[config.mk]
export PLATFORM = sky130hd
export DESIGN_NAME = gpio_irq_frontend
export DESIGN_NICKNAME = d
export VERILOG_FILES = /design/src/rtl/gpio_irq_pkg.sv /design/src/rtl/gpio_irq_regs.sv /design/src/rtl/gpio_irq_debounce.sv /design/src/rtl/gpio_irq_cond.sv /design/src/rtl/gpio_irq_frontend.sv
export SDC_FILE = /design/constraint.sdc
export NUM_CORES = 2
export LEC_CHECK = 0
export BUFFER_PORTS_ARGS = -buffer_cell sky130_fd_sc_hd__buf_2
export CORE_MARGIN = 1.5
export CORE_UTILIZATION = 35
export CTS_BUF_LIST = sky130_fd_sc_hd__clkbuf_4 sky130_fd_sc_hd__clkbuf_8
export CTS_CLUSTER_DIAMETER = 80
export DETAILED_ROUTE_END_ITERATION = 7
export PLACE_DENSITY = 0.5
export SLEW_MARGIN = 25
export SYNTH_ARGS = -nofsm -noshare
export SYNTH_HDL_FRONTEND = slang
export SYNTH_SLANG_ARGS = --single-unit
[constraint.sdc]
create_clock -name clk -period 5.3 [get_ports clk]
set_input_delay 1.325 -clock clk [delete_from_list [all_inputs] [get_ports clk]]
set_output_delay 1.325 -clock clk [all_outputs]
set_load 0.05 [all_outputs]
[src/rtl/gpio_irq_pkg.sv]
`timescale 1ns/1ps
package gpio_irq_pkg;

    localparam int unsigned BUS_AW = 8;
    localparam int unsigned BUS_DW = 32;

    // Register byte offsets
    localparam logic [BUS_AW-1:0] OFS_ENABLE = 8'h30;
    localparam logic [BUS_AW-1:0] OFS_MASK   = 8'h34;
    localparam logic [BUS_AW-1:0] OFS_TYPE   = 8'h38;
    localparam logic [BUS_AW-1:0] OFS_POL    = 8'h3C;
    localparam logic [BUS_AW-1:0] OFS_MSTAT  = 8'h40;
    localparam logic [BUS_AW-1:0] OFS_RSTAT  = 8'h44;
    localparam logic [BUS_AW-1:0] OFS_DBLEN  = 8'h48;
    localparam logic [BUS_AW-1:0] OFS_EOI    = 8'h4C;

    typedef enum logic [3:0] {
        SEL_NONE,
        SEL_ENABLE,
        SEL_MASK,
        SEL_TYPE,
        SEL_POL,
        SEL_MSTAT,
        SEL_RSTAT,
        SEL_DBLEN,
        SEL_EOI
    } reg_sel_e;

    typedef struct packed {
        logic              valid;
        logic              write;
        reg_sel_e          sel;
        logic [BUS_DW-1:0] data;
    } reg_req_t;

    function automatic reg_sel_e decode_sel(input logic [BUS_AW-1:0] addr);
        case (addr)
            OFS_ENABLE: return SEL_ENABLE;
            OFS_MASK:   return SEL_MASK;
            OFS_TYPE:   return SEL_TYPE;
            OFS_POL:    return SEL_POL;
            OFS_MSTAT:  return SEL_MSTAT;
            OFS_RSTAT:  return SEL_RSTAT;
            OFS_DBLEN:  return SEL_DBLEN;
            OFS_EOI:    return SEL_EOI;
            default:    return SEL_NONE;
        endcase
    endfunction

    // Active-sense qualification of one debounced line
    function automatic logic qualify(input logic level, input logic active_high);
        return active_high ? level : ~level;
    endfunction

endpackage

[src/rtl/gpio_irq_regs.sv]
`timescale 1ns/1ps
module gpio_irq_regs
    import gpio_irq_pkg::*;
#(
    parameter int unsigned N_LINES = 32,
    parameter int unsigned CNT_W   = 8
) (
    input  logic                clk,
    input  logic                rst,
    input  reg_req_t            req,
    input  logic [N_LINES-1:0]  raw_stat,
    input  logic [N_LINES-1:0]  masked_stat,
    output logic [N_LINES-1:0]  en_q,
    output logic [N_LINES-1:0]  mask_q,
    output logic [N_LINES-1:0]  type_q,
    output logic [N_LINES-1:0]  pol_q,
    output logic [CNT_W-1:0]    db_len_q,
    output logic [N_LINES-1:0]  eoi_vec,
    output logic [BUS_DW-1:0]   rdata
);

    logic wr_hit;
    logic rd_hit;

    assign wr_hit = req.valid &&  req.write;
    assign rd_hit = req.valid && !req.write;

    // Control registers
    always_ff @(posedge clk) begin
        if (rst) begin
            en_q     <= '0;
            mask_q   <= '0;
            type_q   <= '0;
            pol_q    <= '0;
            db_len_q <= '0;
        end else if (wr_hit) begin
            case (req.sel)
                SEL_ENABLE: en_q     <= req.data[N_LINES-1:0];
                SEL_MASK:   mask_q   <= req.data[N_LINES-1:0];
                SEL_TYPE:   type_q   <= req.data[N_LINES-1:0];
                SEL_POL:    pol_q    <= req.data[N_LINES-1:0];
                SEL_DBLEN:  db_len_q <= req.data[CNT_W-1:0];
                default: ;
            endcase
        end
    end

    // Edge clear pulse: one cycle, only on a write to the clear offset
    assign eoi_vec = (wr_hit && req.sel == SEL_EOI) ? req.data[N_LINES-1:0] : '0;

    // Registered read mux
    always_ff @(posedge clk) begin
        if (rst) begin
            rdata <= '0;
        end else if (rd_hit) begin
            case (req.sel)
                SEL_ENABLE: rdata <= BUS_DW'(en_q);
                SEL_MASK:   rdata <= BUS_DW'(mask_q);
                SEL_TYPE:   rdata <= BUS_DW'(type_q);
                SEL_POL:    rdata <= BUS_DW'(pol_q);
                SEL_MSTAT:  rdata <= BUS_DW'(masked_stat);
                SEL_RSTAT:  rdata <= BUS_DW'(raw_stat);
                SEL_DBLEN:  rdata <= BUS_DW'(db_len_q);
                default:    rdata <= '0;
            endcase
        end
    end

endmodule

[src/rtl/gpio_irq_debounce.sv]
`timescale 1ns/1ps
module gpio_irq_debounce #(
    parameter int unsigned N_LINES    = 32,
    parameter int unsigned CNT_W      = 8,
    parameter int unsigned SAMPLE_DIV = 4
) (
    input  logic                clk,
    input  logic                rst,
    input  logic [N_LINES-1:0]  pin_i,
    input  logic [CNT_W-1:0]    len_i,
    output logic                tick_o,
    output logic [N_LINES-1:0]  state_o,
    output logic [N_LINES-1:0]  deb_o
);

    localparam int unsigned DIV_W = (SAMPLE_DIV > 1) ? $clog2(SAMPLE_DIV) : 1;
    localparam logic [DIV_W-1:0] DIV_LAST = DIV_W'(SAMPLE_DIV - 1);

    logic [N_LINES-1:0] sync1_q;
    logic [N_LINES-1:0] sync2_q;
    logic [DIV_W-1:0]   div_q;
    logic               tick_q;
    logic               bypass;

    // Two-flop synchroniser
    always_ff @(posedge clk) begin
        if (rst) begin
            sync1_q <= '0;
            sync2_q <= '0;
        end else begin
            sync1_q <= pin_i;
            sync2_q <= sync1_q;
        end
    end

    // Slow sample tick generator
    always_ff @(posedge clk) begin
        if (rst) begin
            div_q  <= '0;
            tick_q <= 1'b0;
        end else if (div_q == DIV_LAST) begin
            div_q  <= '0;
            tick_q <= 1'b1;
        end else begin
            div_q  <= div_q + 1'b1;
            tick_q <= 1'b0;
        end
    end

    assign tick_o = tick_q;
    assign bypass = (len_i == '0);

    for (genvar i = 0; i < N_LINES; i++) begin : g_line
        logic [CNT_W-1:0] run_q;
        logic             st_q;
        logic             reached;

        assign reached = ({1'b0, run_q} + 1'b1) >= {1'b0, len_i};

        always_ff @(posedge clk) begin
            if (rst) begin
                run_q <= '0;
                st_q  <= 1'b0;
            end else if (bypass) begin
                run_q <= '0;
                st_q  <= sync2_q[i];
            end else if (tick_q) begin
                if (sync2_q[i] == st_q) begin
                    run_q <= '0;
                end else if (reached) begin
                    run_q <= '0;
                    st_q  <= sync2_q[i];
                end else begin
                    run_q <= run_q + 1'b1;
                end
            end
        end

        assign state_o[i] = st_q;
        assign deb_o[i]   = bypass ? sync2_q[i] : st_q;
    end

endmodule

[src/rtl/gpio_irq_cond.sv]
`timescale 1ns/1ps
module gpio_irq_cond
    import gpio_irq_pkg::*;
#(
    parameter int unsigned N_LINES = 32
) (
    input  logic                clk,
    input  logic                rst,
    input  logic [N_LINES-1:0]  deb_i,
    input  logic [N_LINES-1:0]  en_i,
    input  logic [N_LINES-1:0]  mask_i,
    input  logic [N_LINES-1:0]  type_i,
    input  logic [N_LINES-1:0]  pol_i,
    input  logic [N_LINES-1:0]  eoi_i,
    output logic [N_LINES-1:0]  raw_o,
    output logic [N_LINES-1:0]  masked_o
);

    for (genvar i = 0; i < N_LINES; i++) begin : g_line
        logic active;
        logic prev_q;
        logic hit_q;
        logic rise;

        assign active = qualify(deb_i[i], pol_i[i]);
        assign rise   = active & ~prev_q;

        always_ff @(posedge clk) begin
            if (rst) begin
                prev_q <= 1'b0;
                hit_q  <= 1'b0;
            end else begin
                prev_q <= active;
                if (!en_i[i])
                    hit_q <= 1'b0;
                else if (rise)
                    hit_q <= 1'b1;
                else if (eoi_i[i])
                    hit_q <= 1'b0;
            end
        end

        assign raw_o[i] = en_i[i] & (type_i[i] ? hit_q : active);
    end

    assign masked_o = raw_o & ~mask_i;

endmodule

[src/rtl/gpio_irq_frontend.sv]
`timescale 1ns/1ps
module gpio_irq_frontend
    import gpio_irq_pkg::*;
#(
    parameter int unsigned N_LINES    = 32,
    parameter int unsigned CNT_W      = 8,
    parameter int unsigned SAMPLE_DIV = 4
) (
    input  logic                clk,
    input  logic                rst,
    input  logic [N_LINES-1:0]  gpio_in,
    input  logic                bus_valid,
    input  logic                bus_write,
    input  logic [7:0]          bus_addr,
    input  logic [31:0]         bus_wdata,
    output logic [31:0]         bus_rdata,
    output logic                irq_o
);

    reg_req_t           req;
    logic [N_LINES-1:0] en_q, mask_q, type_q, pol_q, eoi_vec;
    logic [CNT_W-1:0]   db_len_q;
    logic [N_LINES-1:0] deb, deb_state;
    logic [N_LINES-1:0] raw_stat, masked_stat;
    logic               tick;
    logic               irq_q;

    assign req.valid = bus_valid;
    assign req.write = bus_write;
    assign req.sel   = decode_sel(bus_addr);
    assign req.data  = bus_wdata;

    gpio_irq_regs #(.N_LINES(N_LINES), .CNT_W(CNT_W)) u_regs (
        .clk         (clk),
        .rst         (rst),
        .req         (req),
        .raw_stat    (raw_stat),
        .masked_stat (masked_stat),
        .en_q        (en_q),
        .mask_q      (mask_q),
        .type_q      (type_q),
        .pol_q       (pol_q),
        .db_len_q    (db_len_q),
        .eoi_vec     (eoi_vec),
        .rdata       (bus_rdata)
    );

    gpio_irq_debounce #(.N_LINES(N_LINES), .CNT_W(CNT_W), .SAMPLE_DIV(SAMPLE_DIV)) u_deb (
        .clk     (clk),
        .rst     (rst),
        .pin_i   (gpio_in),
        .len_i   (db_len_q),
        .tick_o  (tick),
        .state_o (deb_state),
        .deb_o   (deb)
    );

    gpio_irq_cond #(.N_LINES(N_LINES)) u_cond (
        .clk      (clk),
        .rst      (rst),
        .deb_i    (deb),
        .en_i     (en_q),
        .mask_i   (mask_q),
        .type_i   (type_q),
        .pol_i    (pol_q),
        .eoi_i    (eoi_vec),
        .raw_o    (raw_stat),
        .masked_o (masked_stat)
    );

    always_ff @(posedge clk) begin
        if (rst) irq_q <= 1'b0;
        else     irq_q <= |masked_stat;
    end

    assign irq_o = irq_q;

endmodule

==> impl_metrics.toml <==
[timing]
fin_crit_sh_pct = 71.2
finalMaxSlewViolations = 0
rsz0062_at_grt = "no"
max_freq_mhz = 265
relSlewSlack_pct = 17.5
tightest_slew_ns = 1.24
setup_viol = 0
final.setup_skew_ns = 0.0418
layout_min_cycle_time_ns = 3.77
hold_viol = 0
tns_ns = 0

[drt]
antenna_left = 0
routed_via_density = 5.42
avgRoutedWirePerCell_um = 19.8
dr.pass1.iters = 7
drc = 0
wirelength_um = 105000
num_vias = 28800
drt_iter0_drc = 2307

[yosys]
syn_area_um2 = 33200
synth_largest_area_cell = "dfxtp_1"
synth_cells = 3880
synth_flop_cell = "dfxtp_1"
yosysWarningCount = 0
synth_nets = 4245
seq_area_frac_synth_pct = 35.4
ys_seq_elements = 588
synth_area_per_cell_um2 = 8.56
netlist_top_cells_area = "dfxtp_1 (35%), ha_1 (11%), nand2_1 (5.4%)"
synth_top_area_share_pct = 35.4
async_flop_share_pct = 0
synth_cell_type_count = 77
synth_edf_count = 0

[clocking]
postCtsHoldBufs = 0
ctsResizeCount = 0
cts_buffer_depth = 3
cts_buffers = 110
htree_levels = 3
cts_tree = "yes"
clk_pin_slew_ns = 0.06
clk_latency_ns = 0.76
cts_setup_buffers = 0
cts_sinks = 588
clockRootBuffer = "clkbuf_8"

[flow_run]
maxCapViolations = 0

[cells_and_area]
area_growth_pct = 13.2
final_layout_size_suffix_gt1_share_pct = 11.2
fin_nets = 4331
fill_cells = 9521
final_cells = 5307
seqCellArea_um2 = 11800
multi_input_area_um2 = 20600

[worst_setup_path]
required_ns = 5.86
crit_path_top_delay_cell = "or4_4"
endpoint_kind = "flip-flop"
cp_max_fo = 29
critPathLaunchType = "flip-flop"
reg2reg_slack_ns = 1.53
path_buf_inv = 1
crit_family = "simple AND/OR/NAND/NOR gates"
critPathKind = "reg -> reg"
rr_endpoint = "irq_o$_SDFF_PP0_"
cp-endpoint = "irq_o$_SDFF_PP0_"
arrival_ns = 4.34
worstRegToRegCells = 8
worst-path-stages = 8
reg2reg_from = "u_regs.db_len_q[3]$_SDFFE_PP0P_"
crit_chain = "or4_4, nor2_4, buf_12, mux2i_1, xnor2_1, a211oi_1, nor4_1, a41oi_1"
slowest_delay_ns = 0.72
critPathLaunch = "u_regs.db_len_q[3]$_SDFFE_PP0P_"

[die]
initial_core_util_pct = 35.4
die_x_um = 311
rows = 112
coreArea_um2 = 93700
ioPinCount = 109
die_height_um = 311
dieArea_um2 = 96800

[placement]
dpl.hpwl_um = 67900
numPortBuffers = 108
dp.cells = 5108
gp_congestion = 0.807

[grt]
antenna_found_initial = 3
grt_pass1_wl_um = 164000
grt_overflow = 0
grt_pass1_vias = 27700
grt_start_max_net_pins = 203
grt_use_total_pct = 21.4

[status]
status = "complete, no violations"

[power]
p_leak_nw = 14.1
pwr_density_cell_nw_per_um2 = 255
ir_worst_vdd_mv = 0.188

[hold_path]
hold_depth = 1
hold_path.class = "reg -> reg"
## registers in the layout, indices dropped and copies added (netlist names)
register / flops
irq_o: 1
u_regs.db_len_q: 8
u_deb.sync2_q: 32
u_deb.tick_o: 1
u_deb.g_line.run_q: 256
u_regs.mask_q: 32
u_regs.pol_q: 32
u_cond.g_line.prev_q: 32
u_regs.rdata: 32
u_deb.div_q: 2
u_regs.type_q: 32
u_deb.g_line.st_q: 32
u_deb.sync1_q: 32
u_cond.g_line.hit_q: 32
u_regs.en_q: 32
## cell usage after synthesis, drive strengths merged, types with 115 or more instances
cell type / number
a21oi: 233
a22oi: 139
clkbuf: 152
dfxtp: 588
ha: 289
mux2i: 115
nand2: 475
nand3: 145
nor2: 378
o21ai: 118
xnor2: 127
xor2: 121
## worst reg2reg max path, cell delays in order, from the launching register on
cell      delay (ns)
dfxtp_1         0.38
or4_4           0.72
nor2_4          0.57
buf_12          0.31
mux2i_1         0.48
xnor2_1         0.27
a211oi_1        0.14
nor4_1          0.54
a41oi_1         0.18
## logic make-up after synthesis
logic type                 after synthesis  share of synthesized area, %
muxes                                  115                          3.46
adders and majority gates              289                          10.9
xor gates and xnor gates               248                          6.58
and+or+nand+nor                       1462                          21.2
DFF                                    588                          35.4
AOI/OAI and AO/OA                      931                          19.5
buffers and inverters                  247                          2.98
## cell usage in the layout, fill, tap and decap left out, drive strengths merged, types with 49 or more instances in the layout
cell type    n
a21o        49
a21oi      233
a22oi      139
and3        49
buf        161
clkbuf     183
dfxtp      588
ha         289
inv         60
mux2i      115
nand2      475
nand2b      71
nand3      145
nor2       378
nor2b       83
nor3        63
nor3b       90
o21ai      118
xnor2      127
xor2       121
## worst min-delay path by stage
stage	start	end	slack, ns
after global placement	u_deb.sync1_q[6]$_SDFF_PP0_	u_deb.sync2_q[6]$_SDFF_PP0_	0.42
final	u_deb.sync1_q[19]$_SDFF_PP0_	u_deb.sync2_q[19]$_SDFF_PP0_	0.43
after floorplan	u_deb.div_q[0]$_SDFF_PP0_	u_deb.div_q[0]$_SDFF_PP0_	0.41
after detailed placement	u_deb.div_q[0]$_SDFF_PP0_	u_deb.div_q[0]$_SDFF_PP0_	0.42
after global routing	u_deb.sync1_q[31]$_SDFF_PP0_	u_deb.sync2_q[31]$_SDFF_PP0_	0.45
after CTS	u_deb.sync1_q[21]$_SDFF_PP0_	u_deb.sync2_q[21]$_SDFF_PP0_	0.43
## per-stage QoR
stage | hold WS (ns) | worst slack, ns | instance area (µm²) | power (mW) | utilization [%]
2_1_floorplan | 0.408 | 2.18 | 33200 | 4.76 | -
3_3_place_gp | 0.418 | 1.55 | 35200 | 4.91 | 37.5
3_5_place_dp | 0.421 | 1.49 | 35200 | 4.92 | 37.5
4_1_cts | 0.427 | 1.54 | 37600 | 9.75 | 40.1
5_1_grt | 0.448 | 1.37 | 37600 | 9.98 | 40.1
6_report | 0.431 | 1.53 | 37600 | 9.61 | 40.1
## final cells by class
| type | count | area share, % |
|---|---|---|
| inverter | 60 | 0.612 |
| sequential | 588 | 31.3 |
| antenna | 2 | 0.0133 |
| timing repair buffer | 161 | 2.75 |
| tap | 1254 | 4.17 |
| clock inverter | 14 | 0.363 |
| multi-input combinational | 3045 | 54.8 |
| clock buffer | 183 | 5.96 |
## per-layer routing
metal / up-vias / global-route usage (%) / wire length [µm]
met5: - / 0 / 0
met4: 0 / 6.14 / 2680
met3: 160 / 3.40 / 5830
met2: 733 / 33.1 / 45200
met1: 13600 / 30.5 / 51200
li1: 14300 / - / -
## where the power goes
part	switching, mW	leakage (nW)	internal [mW]
logic	0.209	8.09	0.0984
registers	0.0447	4.76	4.47
clock network	2.04	1.26	2.74
total	2.29	14.1	7.31
No activity file was read; power rests on OpenSTA's default activity.
